==> config.mk <==
export PLATFORM = sky130hd
export DESIGN_NAME = reset_supervisor
export DESIGN_NICKNAME = d
export VERILOG_FILES = /design/src/rtl/rs_pkg.sv /design/src/rtl/rs_fault_select.sv /design/src/rtl/rs_release_timer.sv /design/src/rtl/reset_supervisor.sv
export SDC_FILE = /design/constraint.sdc
export NUM_CORES = 1
export LEC_CHECK = 0
export BUFFER_PORTS_ARGS = -buffer_cell sky130_fd_sc_hd__clkbuf_2
export CORE_ASPECT_RATIO = 1.75
export CORE_MARGIN = 4
export CORE_UTILIZATION = 50
export CTS_CLUSTER_DIAMETER = 120
export CTS_CLUSTER_SIZE = 16
export DETAILED_ROUTE_END_ITERATION = 10
export HOLD_SLACK_MARGIN = 0.12
export PLACE_DENSITY = 0.84
export SLEW_MARGIN = 25
export SYNTH_ARGS = -nofsm -noshare
export SYNTH_HDL_FRONTEND = slang
export SYNTH_HIERARCHICAL = 1
export SYNTH_SLANG_ARGS = --single-unit
export TNS_END_PERCENT = 20
==> constraint.sdc <==
create_clock -name clk -period 4.2 [get_ports clk]
set_input_delay 0.84 -clock clk [delete_from_list [all_inputs] [get_ports clk]]
set_output_delay 0.84 -clock clk [all_outputs]
set_load 0.05 [all_outputs]
==> src/rtl/rs_pkg.sv <==
package rs_pkg;
  localparam int NCH  = 6;
  localparam int MS_W = 11;

  function automatic logic [MS_W-1:0] timeout_ms(input logic [3:0] code);
    case (code)
      4'd0:    timeout_ms = 11'd1;
      4'd1:    timeout_ms = 11'd1;
      4'd2:    timeout_ms = 11'd2;
      4'd3:    timeout_ms = 11'd4;
      4'd4:    timeout_ms = 11'd8;
      4'd5:    timeout_ms = 11'd16;
      4'd6:    timeout_ms = 11'd25;
      4'd7:    timeout_ms = 11'd50;
      4'd8:    timeout_ms = 11'd100;
      4'd9:    timeout_ms = 11'd200;
      4'd10:   timeout_ms = 11'd400;
      4'd11:   timeout_ms = 11'd600;
      4'd12:   timeout_ms = 11'd800;
      4'd13:   timeout_ms = 11'd1000;
      4'd14:   timeout_ms = 11'd1200;
      default: timeout_ms = 11'd1600;
    endcase
  endfunction

  function automatic logic [1:0] pad_drive(input logic asserted, input logic act_hi,
                                           input logic od);
    logic level;
    level = act_hi ? asserted : ~asserted;
    pad_drive = od ? {1'b0, ~level} : {level, 1'b1};
  endfunction

  typedef enum logic [1:0] {
    ST_BOOT  = 2'd0,
    ST_HOLD  = 2'd1,
    ST_RUN   = 2'd2,
    ST_PULSE = 2'd3
  } rs_state_e;
endpackage

==> src/rtl/rs_fault_select.sv <==
module rs_fault_select #(
  parameter int NCH = 6
) (
  input  logic [NCH-1:0] uv_flags,
  input  logic [NCH-1:0] ov_flags,
  input  logic [NCH-1:0] crit_mask,
  input  logic [NCH-1:0] uv_sel,
  input  logic [NCH-1:0] ov_sel,
  output logic           fault
);
  logic [NCH-1:0] ch_hit;

  for (genvar i = 0; i < NCH; i++) begin : g_ch
    assign ch_hit[i] = (uv_flags[i] & (uv_sel[i] | crit_mask[i])) |
                       (ov_flags[i] & (ov_sel[i] | crit_mask[i]));
  end

  assign fault = |ch_hit;
endmodule

==> src/rtl/rs_release_timer.sv <==
module rs_release_timer #(
  parameter int TICK_DIV = 125000,
  parameter int MS_W     = 11
) (
  input  logic            clk,
  input  logic            rst_n,
  input  logic            clr,
  input  logic [MS_W-1:0] limit,
  output logic            done
);
  localparam int PRE_W = (TICK_DIV > 1) ? $clog2(TICK_DIV) : 1;

  logic            tick;
  logic [MS_W-1:0] ms_cnt;

  if (TICK_DIV > 1) begin : g_pre
    logic [PRE_W-1:0] pre_cnt;
    always_ff @(posedge clk or negedge rst_n) begin
      if (!rst_n)                                  pre_cnt <= '0;
      else if (clr)                                pre_cnt <= '0;
      else if (pre_cnt == PRE_W'(TICK_DIV - 1))    pre_cnt <= '0;
      else                                         pre_cnt <= pre_cnt + 1'b1;
    end
    assign tick = !clr && (pre_cnt == PRE_W'(TICK_DIV - 1));
  end else begin : g_nopre
    assign tick = !clr;
  end

  assign done = (ms_cnt >= limit);

  always_ff @(posedge clk or negedge rst_n) begin
    if (!rst_n)              ms_cnt <= '0;
    else if (clr)            ms_cnt <= '0;
    else if (tick && !done)  ms_cnt <= ms_cnt + 1'b1;
  end
endmodule

==> src/rtl/reset_supervisor.sv <==
module reset_supervisor
  import rs_pkg::*;
#(
  parameter int TICK_DIV = 125000
) (
  input  logic           clk,
  input  logic           rst_n,
  input  logic           boot_done,
  input  logic [NCH-1:0] uv_flags,
  input  logic [NCH-1:0] ov_flags,
  input  logic [NCH-1:0] crit_mask,
  input  logic [NCH-1:0] uv_sel,
  input  logic [NCH-1:0] ov_sel,
  input  logic [3:0]     tmo_code,
  input  logic           active_high,
  input  logic           open_drain,
  input  logic           pulse_req,
  output logic           pad_out,
  output logic           pad_oe,
  output logic           rst_status,
  output logic           pulse_bit
);
  rs_state_e       state;
  logic            fault_w;
  logic            tmr_clr;
  logic            tmr_done_w;
  logic [MS_W-1:0] limit_w;
  logic [1:0]      drive_w;

  rs_fault_select #(.NCH(NCH)) u_sel (
    .uv_flags  (uv_flags),
    .ov_flags  (ov_flags),
    .crit_mask (crit_mask),
    .uv_sel    (uv_sel),
    .ov_sel    (ov_sel),
    .fault     (fault_w)
  );

  assign limit_w = timeout_ms(tmo_code);
  assign tmr_clr = fault_w || !boot_done || (state == ST_BOOT) || (state == ST_RUN);

  rs_release_timer #(.TICK_DIV(TICK_DIV), .MS_W(MS_W)) u_tmr (
    .clk   (clk),
    .rst_n (rst_n),
    .clr   (tmr_clr),
    .limit (limit_w),
    .done  (tmr_done_w)
  );

  always_ff @(posedge clk or negedge rst_n) begin
    if (!rst_n) begin
      state <= ST_BOOT;
    end else if (!boot_done) begin
      state <= ST_BOOT;
    end else if (fault_w) begin
      state <= ST_HOLD;
    end else begin
      case (state)
        ST_BOOT:  state <= ST_HOLD;
        ST_HOLD:  if (tmr_done_w) state <= ST_RUN;
        ST_RUN:   if (pulse_bit) state <= ST_PULSE;
        default:  if (tmr_done_w) state <= ST_RUN;
      endcase
    end
  end

  always_ff @(posedge clk or negedge rst_n) begin
    if (!rst_n)         pulse_bit <= 1'b0;
    else if (pulse_req) pulse_bit <= 1'b1;
    else                pulse_bit <= 1'b0;
  end

  assign rst_status = (state != ST_RUN);
  assign drive_w    = pad_drive(rst_status, active_high, open_drain);
  assign pad_out    = drive_w[1];
  assign pad_oe     = drive_w[0];
endmodule

* Word-level counts from Yosys, hierarchy flattened
Memory sizes are Yosys's and may differ from the RTL's.
Cells that the tools add are included.
** Word-level totals
- Bits in registers :: 31
- ROM bits :: 176
- Bits of input ports :: 40
- Memories :: 1
** Cells by class
- Add/sub/neg operators :: 2
- $lt $le $gt $ge :: 1
- Equality and inequality tests :: 5
- Mux-type cells :: 12
- Bitwise operators :: 32
- Reduce and logical (&&, ||, !) cells :: 12
** Memory list
- (name not given) :: words 16, bits a word 11, rd ports 1, clocked after Yosys merged registers in 0, wr ports 0, line rs_pkg.sv:6 : case (code)
** Operator list (number)
- $mux W17 :: 2
- $mux W11 :: 2
- $or A1 B1 Y1 :: 18
- $add A17 B1 Y17 const B :: 1
- $eq A17 B17 Y1 const B :: 1
- $and A1 B1 Y1 :: 12
- $add A11 B1 Y11 const B :: 1
- $ge A11 B11 Y1 :: 1
- $mux W2 :: 5
- $reduce_or A6 Y1 :: 1
- $ne A5 B1 Y1 const B :: 1
- $ne A4 B4 Y1 const B :: 1
- $pmux W2 S2 :: 1
- $logic_not A1 Y1 :: 3
- $logic_or A1 B1 Y1 :: 3
- $eq A2 B2 Y1 const B :: 1
- $logic_and A1 B1 Y1 :: 2
- $logic_not A2 Y1 :: 1
- $mux W1 :: 2
- $ne A2 B2 Y1 const B :: 1
- $not A1 Y1 :: 2
- $reduce_and A2 Y1 :: 1
- $reduce_bool A2 Y1 :: 1

* Logic depth before layout (Yosys ltp)
- Depth in word-level cells :: 12
- Mapped depth :: 14
- Depth with buffers taken out :: 13

* Modules after synthesis
Netlist, hierarchy kept.
** Modules (own cells, without submodules)
- rs_release_timer :: times used 1, cells an instance 184, area each 1695.4 um^2, seq. area each 700.7 um^2
- reset_supervisor :: times used 1, cells an instance 49, area each 379.1 um^2, seq. area each 75.1 um^2
- rs_fault_select :: times used 1, cells an instance 16, area each 102.6 um^2, seq. area each 0.0 um^2

* Worst setup path after synthesis
OpenSTA, ideal clock, no wires.
- Kind :: input to register
- Start point :: input port tmo_code[0]
- End point :: register state[0]
- Setup time :: 126 ps
- Data arrival time :: 3060 ps
- Path slack :: 1014 ps
- Stages :: 14
- Buffers on the path :: 2
- Cell sequence :: inv_1 -> ha_1 -> mux2i_1 -> nor2_1 -> inv_1 -> ha_1 -> a21o_1 -> a31oi_1 -> nor4_1 -> clkbuf_1 -> clkbuf_1 -> nand3b_1 -> nand3b_1 -> o311a_1
** On the way
- Word-level cells in the longest chain between the ends :: 4
** Ends and longest elaborated chain
- start: declaration :: line reset_supervisor.sv:14 : input logic [3:0] tmo_code,
- $mem_v2 Z16 W11
- via limit_w[2] :: line reset_supervisor.sv:27 : logic [MS_W-1:0] limit_w;
- $ge A11 B11 Y1 :: line rs_release_timer.sv:29 : assign done = (ms_cnt >= limit);
- via tmr_done_w :: line reset_supervisor.sv:26 : logic tmr_done_w;
- $ne A5 B1 Y1 (no line)
- $reduce_and A2 Y1 (no line)
- end signal: assignment :: line reset_supervisor.sv:52 : state <= ST_BOOT;
- end signal: assignment :: line reset_supervisor.sv:54 : state <= ST_BOOT;
- end signal: assignment :: line reset_supervisor.sv:56 : state <= ST_HOLD;
- end: declaration :: line reset_supervisor.sv:23 : rs_state_e state;
The timed path passes the listed nets, and every way through them passes these cells.
A chain may end at the register's enable or synchronous reset.

* Worst setup path after layout
- Start point :: input port tmo_code[1]
- End point :: register u_tmr.ms_cnt[9]
** On the way
- Word-level cells in the longest chain between the ends :: 5
** Ends and longest elaborated chain
- $mem_v2 Z16 W11
- via limit_w[4] :: line reset_supervisor.sv:27
- $ge A11 B11 Y1 :: line rs_release_timer.sv:29
- $logic_not A1 Y1 :: line rs_release_timer.sv:34 : else if (tick && !done) ms_cnt <= ms_cnt + 1'b1;
- $logic_and A1 B1 Y1 :: line rs_release_timer.sv:34
- $reduce_bool A2 Y1 (no line)
- end signal: assignment :: line rs_release_timer.sv:34
- end: declaration :: line rs_release_timer.sv:14 : logic [MS_W-1:0] ms_cnt;
The timed path passes the listed nets, and every way through them passes these cells.

==> impl_metrics.yaml <==
power_and_ir_drop:
  internal-power_mw: 0.448
  vdd_drop_max_mv: 0.235
  pwr-share-comb_pct: 13.0
  seqPwrFrac_pct: 49.7
  switchingPower_mw: 0.156
  clkPwrFrac_pct: 37.3
  p_leak_nw: 1.12
  power_density_nw_per_um2: 240
  sw_frac_of_total_pct: 25.8
timing:
  post-route-period-util_pct: 73.2
  fin_crit_ps: 3070
  setup_tns_ps: 0
  max_freq_mhz: 325
  max_slew_margin_pct: 49.3
  hold_viol: 0
  rsz0062_at_grt: "no"
  finClkSkew_ps: 12.1
  setup_viol: 0
  finalMaxSlewViolations: 0
  worst_slew_pin_slew_ps: 760
setup_path:
  cp-end-kind: "flop"
  cp-startpoint: "tmo_code[1]"
  crit_buf_inv: 4
  crit_path_start_kind: "input pin"
  arrival_ps: 3270
  cp_common_cell: "a21oi_1"
  cpMaxStageDelayCell: "or4_1"
  cp_max_fo: 22
  path_delay_family: "compound AO/OA/AOI/OAI gates"
  required_ps: 4400
  path_cells: "clkbuf_2 -> inv_1 -> ha_1 -> nor2_1 -> a21oi_1 -> mux2i_1 -> inv_1 -> ha_1 -> a21oi_1 -> o21a_1 -> o311ai_2 -> buf_4 -> or4_1 -> a21oi_1"
  crit_type: "input pin to flop"
  max_stage_delay_ps: 480
  rr_startpoint: "u_tmr/g_pre.pre_cnt[9]"
synthesis:
  synthFlopType: "dfrtp_1"
  synthArstFlopShare_pct: 100
  yosysTopAreaCellShare_pct: 35.6
  syn_area_sq_um: 2180
  avgSynthCellArea_sq_um: 8.74
  netlist.top_cell.by_area: "dfrtp_1"
  synthTopCellsByArea: "dfrtp_1 (36%), ha_1 (10%), nor2_1 (4.7%)"
  ys_seq_area_share_pct: 35.6
  synth_commonest_cells: "dfrtp_1 (31), nor2_1 (27), a21oi_1 (19), nand2_1 (19), ha_1 (18)"
  yosysUniqueCellTypes: 43
  synthesis.nets: 307
  synth_edf_count: 0
  synth.most_common_cell: "dfrtp_1"
  ys_ff_latch: 31
  synthCells: 249
  yosys_warnings: 6
drt:
  num_vias: 1961
  met1_length_um: 1830
  route.met3.wl_um: 91
  top_layer_used: "met4"
  drtIter0Drc: 102
  wire_per_inst_um: 14.5
  drc_errors: 0
  wl_met2_um: 2900
  viasPerCell: 5.73
  postRouteAntennaNets: 0
  routed_wirelength_um: 4940
  dr.pass1.iters: 6
final_layout:
  multiInputGateArea_sq_um: 1310
  diodes: 0
  stdcell_count: 342
  num-nets-final: 350
  fillerInstances: 400
  syn_to_final_growth_pct: 15.7
  layout-drive-gt1-share_pct: 19.8
  seqCellArea_sq_um: 776
die:
  num_rows: 31
  core-area_sq_um: 4190
  die_y_um: 95.3
  start_util_pct: 52.0
  dieArea_sq_um: 5520
  chipWidth_um: 57.9
  boundaryPins: 44
clock_tree:
  htreeDepth: 2
  cts_setup_buffers: 0
  cts_num_sinks: 31
  worstSkewPairLatency_ps: 280
  clock_path_buffers: 2
  cts_root_buf: "clkbuf_8"
  hold_buffers: 0
  clk_pin_slew_ps: 70
  cts_tree: "done"
  numCtsBuffers: 5
  cts_resized: 0
global_route:
  grt_max_degree: 32
  globalRouteOverflowTotal: 0
  antenna_found_initial: 0
  grt_pass1_vias: 2030
  grtUsageTotal_pct: 20.1
  grt_pass1_wl_um: 8740
run:
  drv_cap: 0
hold_path:
  worstHoldStart: "u_tmr/g_pre.pre_cnt[0]"
  min_path_type: "flop to flop"
placed_design:
  hpwlAfterDp_um: 3800
  port_buffers: 43
  dp_cells: 334
  gp_congestion: 0.821
status:
  status: "finished, final reports clean"
==> cell families (layout without fill, tap and decap cells) <==
kind of cell / count (synthesis) / count (layout) / synth area share (%)
AND/OR/NAND/NOR: 104 / 104 / 26.1
AO/OA/AOI/OAI: 52 / 52 / 15.4
flip-flops: 31 / 31 / 35.6
buffers and inverters: 25 / 69 / 4.77
adder cells (fa/ha/maj): 18 / 18 / 10.3
XOR/XNOR: 17 / 17 / 6.84
multiplexers: 2 / 2 / 0.920
==> power groups by stage <==
stage	combinational (mW)	clock, mW	sequential, mW
final	0.0784	0.225	0.300
after global routing	0.0884	0.246	0.300
after CTS	0.0793	0.230	0.300
after detailed placement	0.0788	0	0.306
after global placement	0.0759	0	0.306
after floorplan	0.0397	0	0.308
==> flip-flops by register name, summed over array words and instances (netlist names) <==
name and count:
state 2, pulse_bit 1, u_tmr/ms_cnt 11, u_tmr/g_pre.pre_cnt 17
==> through the flow <==
step | power, mW | instance area [sq um] | hold WS (ps) | worst slack [ps] | util, %
5_1_grt | 0.635 | 2520 | 486 | 940 | 60.2
6_report | 0.604 | 2520 | 465 | 1130 | 60.2
3_3_place_gp | 0.382 | 2440 | 454 | 894 | 58.2
3_5_place_dp | 0.385 | 2440 | 465 | 839 | 58.2
4_1_cts | 0.610 | 2520 | 470 | 1130 | 60.2
2_1_floorplan | 0.347 | 2180 | 432 | 1010 | -
==> final timing paths <==
check	to	slack (ps)	cells after the start
worst max-delay path	u_tmr/ms_cnt[9]	1130	14
worst min-delay path	u_tmr/g_pre.pre_cnt[0]	460	1
worst max register to register	u_tmr/ms_cnt[9]	1640	6
worst min register to register	u_tmr/g_pre.pre_cnt[0]	460	1
max in group asynchronous	u_tmr/g_pre.pre_cnt[5]	3090	1
min in group asynchronous	u_tmr/g_pre.pre_cnt[9]	610	1
==> worst reg2reg max path, stage by stage, from the launching register on <==
cell and delay [ps]:
dfrtp_1 420, or4b_1 560, nor4_2 440, o311ai_2 180, buf_4 230, or4_1 490, a21oi_1 160
==> routing by layer <==
layer	GRT usage [%]	vias up
li1	-	980
met1	20.8	948
met2	38.3	23
met5	0	-
met3	3.52	10
met4	8.90	0
==> area by class of cell <==
class                   instances  share of cell area [%]
inverters                      16                    2.38
well taps                      49                    2.43
clock inverters                 1                   0.199
flip-flops and latches         31                    30.8
multi-input cells             193                    52.0
repair buffers                 45                    9.14
clock buffers                   7                    3.03
==> layout by cell type (no fill, tap or decap), drive strengths merged, types with 2 or more instances in the layout <==
cell type and instances:
nand3 12, o31ai 8, a22oi 2, nand2b 4, a21oi 19, or4b 2
and2 3, dfrtp 31, o21ai 9, clkbuf 50, and4 2, inv 16
nor2 27, or3 4, nand2 19, nand3b 3, o21a 2, ha 18
and3 3, mux2i 2, or4 10, xor2 11, a21boi 2, a21o 2
nor3b 2, buf 2, nor4 2, nor2b 2, nand4 7, xnor2 6
No activity file was read; power rests on OpenSTA's default activity.
